$ cat src/rtl/phase_gate_pkg.sv
package phase_gate_pkg;

    typedef logic [2:0] lvl_t;

    localparam lvl_t LVL_ZERO = 3'b000;
    localparam lvl_t LVL_P1   = 3'b001;
    localparam lvl_t LVL_P2   = 3'b010;
    localparam lvl_t LVL_N1   = 3'b111;
    localparam lvl_t LVL_N2   = 3'b110;
    localparam lvl_t LVL_BAD  = 3'b100;

    typedef enum logic {
        INT_DISCHARGE = 1'b0,
        INT_CHARGE    = 1'b1
    } intent_e;

    typedef enum logic {
        ZS_SUB = 1'b0,
        ZS_ADD = 1'b1
    } zsel_e;

    function automatic logic [5:0] pack_gates(input logic s1, input logic s2,
                                              input logic s3, input logic s4,
                                              input logic s5, input logic s6);
        return {s6, s5, s4, s3, s2, s1};
    endfunction

    function automatic logic lvl_valid(input lvl_t l);
        return (l == LVL_ZERO) || (l == LVL_P1) || (l == LVL_P2) ||
               (l == LVL_N1)   || (l == LVL_N2);
    endfunction

endpackage

$ cat src/rtl/cap_hyst.sv
module cap_hyst
    import phase_gate_pkg::*;
#(
    parameter int VW = 12
) (
    input  logic          clk,
    input  logic          rst_n,
    input  logic [VW-1:0] vcap,
    input  logic [VW-1:0] vref,
    input  logic [VW-1:0] vhalf,
    output intent_e       intent_nxt,
    output logic          intent_flip
);
    localparam int SW = VW + 2;

    intent_e              intent_q;
    logic signed [SW-1:0] v_s, lo_s, hi_s;
    logic                 below, above;

    always_comb begin
        v_s   = signed'({2'b00, vcap});
        lo_s  = signed'({2'b00, vref}) - signed'({2'b00, vhalf});
        hi_s  = signed'({2'b00, vref}) + signed'({2'b00, vhalf});
        below = v_s < lo_s;
        above = v_s > hi_s;
    end

    // next-state logic: T_LOW, T_HIGH, T_HOLD
    always_comb begin
        intent_nxt = intent_q;
        unique case (intent_q)
            INT_CHARGE:    if (above) intent_nxt = INT_DISCHARGE;
            INT_DISCHARGE: if (below) intent_nxt = INT_CHARGE;
        endcase
    end

    assign intent_flip = (intent_nxt != intent_q);

    always_ff @(posedge clk) begin
        if (!rst_n) intent_q <= INT_CHARGE;
        else        intent_q <= intent_nxt;
    end

    a_r5_below_sets_charge: assert property (@(posedge clk) disable iff (!rst_n)
        below |=> (intent_q == INT_CHARGE));
    a_r5_above_sets_discharge: assert property (@(posedge clk) disable iff (!rst_n)
        above |=> (intent_q == INT_DISCHARGE));
    a_r5_band_holds: assert property (@(posedge clk) disable iff (!rst_n)
        (!below && !above) |=> $stable(intent_q));

endmodule

$ cat src/rtl/zero_pick.sv
module zero_pick
    import phase_gate_pkg::*;
(
    input  logic    clk,
    input  logic    rst_n,
    input  lvl_t    level,
    input  logic    cur_pos,
    input  intent_e intent_nxt,
    input  logic    intent_flip,
    output zsel_e   zsel_nxt
);
    lvl_t  prev_q;
    zsel_e zsel_q;
    logic  evt;

    assign evt = (level != prev_q) || intent_flip;

    // T_PICK when in zero level and an event occurs, otherwise T_KEEP
    always_comb begin
        zsel_nxt = zsel_q;
        if ((level == LVL_ZERO) && evt) begin
            unique case (intent_nxt)
                INT_CHARGE:    zsel_nxt = cur_pos ? ZS_ADD : ZS_SUB;
                INT_DISCHARGE: zsel_nxt = cur_pos ? ZS_SUB : ZS_ADD;
            endcase
        end
    end

    always_ff @(posedge clk) begin
        if (!rst_n) begin
            prev_q <= LVL_BAD;
            zsel_q <= ZS_SUB;
        end else begin
            prev_q <= level;
            zsel_q <= zsel_nxt;
        end
    end

    a_r6_nonzero_keeps_choice: assert property (@(posedge clk) disable iff (!rst_n)
        (level != LVL_ZERO) |=> $stable(zsel_q));

endmodule

$ cat src/rtl/gate_enc.sv
module gate_enc
    import phase_gate_pkg::*;
#(
    parameter int NG = 6
) (
    input  logic          clk,
    input  logic          rst_n,
    input  lvl_t          level,
    input  logic          cur_pos,
    input  zsel_e         zsel_nxt,
    output logic [NG-1:0] gates,
    output logic          cap_in_path,
    output logic          cap_charging
);
    logic [NG-1:0] g_d;
    logic          path_d, chg_d;

    always_comb begin
        g_d    = '0;
        path_d = 1'b0;
        chg_d  = 1'b0;
        unique case (level)
            LVL_P2: begin
                g_d    = pack_gates(1'b0, 1'b1, 1'b1, 1'b0, 1'b1, 1'b0);
                path_d = 1'b1;
                chg_d  = cur_pos;
            end
            LVL_N2: begin
                g_d    = pack_gates(1'b1, 1'b0, 1'b0, 1'b1, 1'b0, 1'b1);
                path_d = 1'b1;
                chg_d  = !cur_pos;
            end
            LVL_P1: g_d = pack_gates(1'b1, 1'b1, 1'b0, 1'b0, 1'b1, 1'b0);
            LVL_N1: g_d = pack_gates(1'b0, 1'b0, 1'b1, 1'b1, 1'b0, 1'b1);
            LVL_ZERO: begin
                path_d = 1'b1;
                unique case (zsel_nxt)
                    ZS_SUB: begin
                        g_d   = pack_gates(1'b1, 1'b0, 1'b0, 1'b1, 1'b1, 1'b0);
                        chg_d = !cur_pos;
                    end
                    ZS_ADD: begin
                        g_d   = pack_gates(1'b0, 1'b1, 1'b1, 1'b0, 1'b0, 1'b1);
                        chg_d = cur_pos;
                    end
                endcase
            end
            default: begin
                g_d    = '0;
                path_d = 1'b0;
                chg_d  = 1'b0;
            end
        endcase
    end

    always_ff @(posedge clk) begin
        if (!rst_n) begin
            gates        <= '0;
            cap_in_path  <= 1'b0;
            cap_charging <= 1'b0;
        end else begin
            gates        <= g_d;
            cap_in_path  <= path_d;
            cap_charging <= chg_d;
        end
    end

    a_r7_invalid_all_off: assert property (@(posedge clk) disable iff (!rst_n)
        !lvl_valid(level) |=> (gates == '0) && !cap_in_path && !cap_charging);
    a_r9_no_shoot_through: assert property (@(posedge clk) disable iff (!rst_n)
        !(gates[0] && gates[2]) && !(gates[1] && gates[3]) && !(gates[4] && gates[5]));
    a_r9_charge_needs_path: assert property (@(posedge clk) disable iff (!rst_n)
        cap_charging |-> cap_in_path);
    a_r2_bypass_no_path: assert property (@(posedge clk) disable iff (!rst_n)
        ((level == LVL_P1) || (level == LVL_N1)) |=> !cap_in_path);

endmodule

$ cat src/rtl/phase_gate_sel.sv
module phase_gate_sel
    import phase_gate_pkg::*;
#(
    parameter int VW = 12
) (
    input  logic          clk,
    input  logic          rst_n,
    input  logic [2:0]    level_code,
    input  logic          cur_pos,
    input  logic [VW-1:0] vcap,
    input  logic [VW-1:0] vref,
    input  logic [VW-1:0] vhalf,
    output logic [5:0]    gates,
    output logic          cap_in_path,
    output logic          cap_charging
);
    localparam int NG = 6;

    intent_e intent_nxt;
    logic    intent_flip;
    zsel_e   zsel_nxt;

    cap_hyst #(.VW(VW)) u_hyst (
        .clk         (clk),
        .rst_n       (rst_n),
        .vcap        (vcap),
        .vref        (vref),
        .vhalf       (vhalf),
        .intent_nxt  (intent_nxt),
        .intent_flip (intent_flip)
    );

    zero_pick u_pick (
        .clk         (clk),
        .rst_n       (rst_n),
        .level       (level_code),
        .cur_pos     (cur_pos),
        .intent_nxt  (intent_nxt),
        .intent_flip (intent_flip),
        .zsel_nxt    (zsel_nxt)
    );

    gate_enc #(.NG(NG)) u_enc (
        .clk          (clk),
        .rst_n        (rst_n),
        .level        (level_code),
        .cur_pos      (cur_pos),
        .zsel_nxt     (zsel_nxt),
        .gates        (gates),
        .cap_in_path  (cap_in_path),
        .cap_charging (cap_charging)
    );

    a_r6_zero_held_gates_stable: assert property (@(posedge clk) disable iff (!rst_n)
        ($past(rst_n) && (level_code == LVL_ZERO) && ($past(level_code) == LVL_ZERO)
         && !intent_flip) |=> $stable(gates));
    a_r1_plus2_pattern: assert property (@(posedge clk) disable iff (!rst_n)
        (level_code == LVL_P2) |=> (gates == 6'b010110));

endmodule

$ cat config.mk
export PLATFORM = sky130hd
export DESIGN_NAME = phase_gate_sel
export DESIGN_NICKNAME = d
export VERILOG_FILES = /design/src/rtl/phase_gate_pkg.sv /design/src/rtl/cap_hyst.sv /design/src/rtl/zero_pick.sv /design/src/rtl/gate_enc.sv /design/src/rtl/phase_gate_sel.sv
export SDC_FILE = /design/constraint.sdc
export NUM_CORES = 1
export LEC_CHECK = 0
export BUFFER_PORTS_ARGS = -buffer_cell sky130_fd_sc_hd__buf_2
export CORE_MARGIN = 2
export CORE_UTILIZATION = 50
export DETAILED_ROUTE_END_ITERATION = 16
export GPL_TIMING_DRIVEN = 0
export PLACE_DENSITY_LB_ADDON = 0.12
export SLEW_MARGIN = 20
export SYNTH_ARGS = -nofsm -noshare
export SYNTH_HDL_FRONTEND = slang
export SYNTH_HIERARCHICAL = 1
export SYNTH_SLANG_ARGS = --single-unit
$ cat constraint.sdc
create_clock -name clk -period 4.9 [get_ports clk]
set_input_delay 0.98 -clock clk [delete_from_list [all_inputs] [get_ports clk]]
set_output_delay 0.98 -clock clk [all_outputs]
set_load 0.02 [all_outputs]
==> metrics.md <==
| Metric | Value |
|---|---|
| Endpoints failing setup | 1 |
| Maximum vdd drop | 0.202 mV |
| Worst-Skew Late Latency | about 240 ps |
| Main flop type after synthesis | dfxtp_1 |
| Failing checks | negative setup slack |
| Remaining global-route overflow | 0 |
| Routed vias/inst | approximately 5.5 |
| Ys Warns | 6 |
| Htree depth | 1 |
| Num CTS Buffers | 3 |
| Fillcell total | around 320 |
| Vias | around 2100 |
| Synth Area in Compound Gates | 22.8% |
| CP endpoint kind | flop |
| Hpwl dp | 3.85 mm |
| Rel. slew slack | 70.6% |
| 1st-iter DRT viols | between 70 and 80 |
| # clock sinks | 13 |
| PD cells | ~210 mW/mm² |
| Site Rows | 23 |
| HP Class | reg -> reg |
| Clock transition at path regs | 50 ps |
| Synth Area in Adders | 29.0% |
| GP Congestion | ~0.83 |
| Fin worst setup slack | -3.38 ps |
| DIE WIDTH | between 60 and 70 µm |
| Die area | around 0.0049 mm² |
| Final hold vios | 0 |
| Antenna diodes | 0 |
| Largest family of logic cells by synthesized area | adder cells |
| Distinct cells, synth | 51 |
| Remaining antenna violation count | 0 |
| Buffers on Ports | 49 |
| DR DRC count | 0 |
| Routed len/inst | around 13 µm |
| Post-synth EDFFs | 0 |
| Critical Path Max Stage Delay | roughly 510 ps |
| Post-synthesis mux area share | less than 1% |
| Synth Area in XOR/XNOR | under 10% |
| Area Growth Syn to Fin | 35.4% |
| Post-Syn Instances | ~270 |
| Global-route wire length before repair | slightly above 8 mm |
| Pins Over Slew Limit | 0 |
| F_max | 0.204 GHz |
| Worst path required time | between 5000 and 6000 ps |
| Post-synthesis simple-gate area fraction | 20.4% |
| Syn_nets | between 300 and 400 |
| Max-Cap Viols | 0 |
| Initial antenna violation count | 0 |
| Outcome | complete, but fails checks |
| Final critical-path share of the clock period | 100% |
| Crit path DAT | a little over 5000 ps |
| Pre-CTS WS | -622 ps |
| Worst Clk Skew | about 1.4 ps |
| TritonRoute pass-1 iters | 4 |
| Synth async-reset ratio | 0% |
| Seq/Total Area, Yosys | 12.0% |
| Die Y | 69.9 µm |
| Static leakage | ~1.4 nW |
| Layout Nets | ~430 |
| Overall Global Routing Usage | between 20% and 30% |
| Largest net degree at the start of global routing | 13 |
| Vias in the first global route | around 1900 |
| Final worst path period need | about 5000 ps |
| Clock Tree Buf Depth | 2 |
| Mean Syn Cell Area | roughly 8 µm² |
| Critical Path Fanout Max | 7 |
| Effective utilization at floorplan | a little over half |
| FF+latch count, synth | 13 |
| Clk Tree Root Cell | clkbuf_8 |
| CTS tree | built |
| Core area | 0.00409 mm² |
| Least-Margin Pin Slew | 440 ps |
| Total Power | 0.000603 W |
| Critical path class | in -> reg |
| CP max stage cell | or4_4 |
| Post-Synthesis Cell Area | about 0.0022 mm² |
| RSZ-0062 raised after global routing | true |
| Layout cells sized above 1 | 33.5% |
| Crit start category | input pin |
| Worst-path cell chain | buf_2 -> inv_2 -> ha_4 -> buf_6 -> or3_4 -> o221ai_4 -> nor2_1 -> o31ai_1 -> xnor2_1 -> ha_1 -> nand4_1 -> nor2_1 -> a21oi_2 -> a211o_1 -> buf_4 -> buf_4 -> a21o_1 -> xnor2_2 -> mux2_4 -> or4_4 -> a21boi_2 |
| Routed WL | about 5.0 mm |
| Io pins | 50 |
## per-stage QoR
stage	cell area, µm²	hold WS, ps	cells	utilization (%)	setup TNS [ps]
after floorplan	2170	435	273	-	0
after global placement	2480	445	372	60.6	-2560
after detailed placement	2480	459	372	60.6	-2350
after CTS	2750	470	384	67.2	0
after global routing	2940	482	387	71.9	-401
final	2940	467	387	71.9	-3.38
## synthesized netlist by cell type, drive strengths merged (2+ instances only)
cell type / number / area share (%)
nand4: 4 / 1.2
o211ai: 3 / 1.0
a21oi: 13 / 3.0
o21bai: 3 / 1.0
dfxtp: 13 / 12
nand2: 9 / 1.6
nand3b: 2 / 0.69
nor2: 26 / 4.5
xnor2: 16 / 6.5
or4: 3 / 1.2
o21ai: 16 / 3.7
fa: 2 / 1.8
o21a: 5 / 1.7
nor3: 11 / 2.5
a211oi: 3 / 1.0
buf: 6 / 2.0
and2: 4 / 1.2
o41ai: 2 / 1.5
nand2b: 6 / 1.7
xor2: 4 / 1.6
a21o: 6 / 2.1
o31ai: 3 / 1.0
a211o: 4 / 1.6
a2111oi: 2 / 1.1
nor2b: 8 / 2.3
clkbuf: 4 / 0.69
ha: 47 / 27
nand3: 2 / 0.46
a31oi: 3 / 0.87
a21boi: 2 / 0.69
inv: 24 / 4.2
or3: 2 / 0.58
## per-layer routing
metal | global-route usage (%) | wire (µm) | up-vias
li1 | - | - | 1104
met1 | 27.6 | 2480 | 968
met2 | 33.4 | 2290 | 49
met3 | 2.60 | 189 | 8
met4 | 4.49 | 72 | 0
met5 | 0 | 0 | -
## flip-flops by register name, summed over array words and instances, names as in the netlist
signal,cells
u_enc/cap_charging,1
u_pick/prev_q,3
u_hyst/intent_q,1
u_pick/zsel_q,1
u_enc/cap_in_path,1
u_enc/gates,6
## cell usage in the layout, fill, tap and decap left out, types with 5 or more instances in the layout
cell type	n
a21o_1	6
a21oi_1	12
buf_2	46
buf_4	14
buf_6	5
clkbuf_1	5
dfxtp_1	13
ha_1	37
ha_4	8
inv_1	19
nand2_1	9
nand2b_1	6
nor2_1	26
nor2b_1	7
nor3_1	8
o21a_1	5
o21ai_0	13
xnor2_1	15
## what timing repair did
action	CTS	global route
setup endpoints to repair	5	6
pin swaps	19	19
hold buffers	0	0
gates resized for setup	30	36
buffers inserted	10	4
## final timing paths
| path | from | endpoint | slack [ps] | depth (start not counted) |
|---|---|---|---|---|
| max reg2reg | u_hyst/intent_q | u_enc/gates[3] | 2690 | 8 |
| min reg2reg | u_pick/zsel_q | u_pick/zsel_q | 470 | 2 |
| max | vhalf[4] | u_enc/gates[3] | -3 | 21 |
| min | u_pick/zsel_q | u_pick/zsel_q | 470 | 2 |
## final cells by class
class	count	area (µm²)	share of cell area, %
multi-input combinational	226	2040	69.6
timing repair buffer	62	373	12.7
sequential	13	260	8.86
inverter	24	97.6	3.32
tap	50	62.6	2.13
buffer	8	53.8	1.83
clock buffer	4	45.0	1.53
## critical path, delay by kind of cell
family          cells  cell delay [ps]
xor+xnor            2              270
fa+ha+maj           2              490
buf+inv             5              590
mux                 1              290
compound gates      6             1180
simple gates        5             1290
## report_power, final
part	switching [W]	internal, W	leakage [nW]
Sequential	0.00000428	0.000113	0.107
Clock	0.0000363	0.0000573	0.0228
Combinational	0.000198	0.000194	1.24
## cells by family (layout without fill, tap and decap cells)
family	Yosys count	after routing
xor+xnor	20	20
compound gates	71	71
flops	13	13
simple gates	84	84
mux	2	2
buf+inv	34	98
fa+ha+maj	49	49
Power figures use the tool's default switching activity.
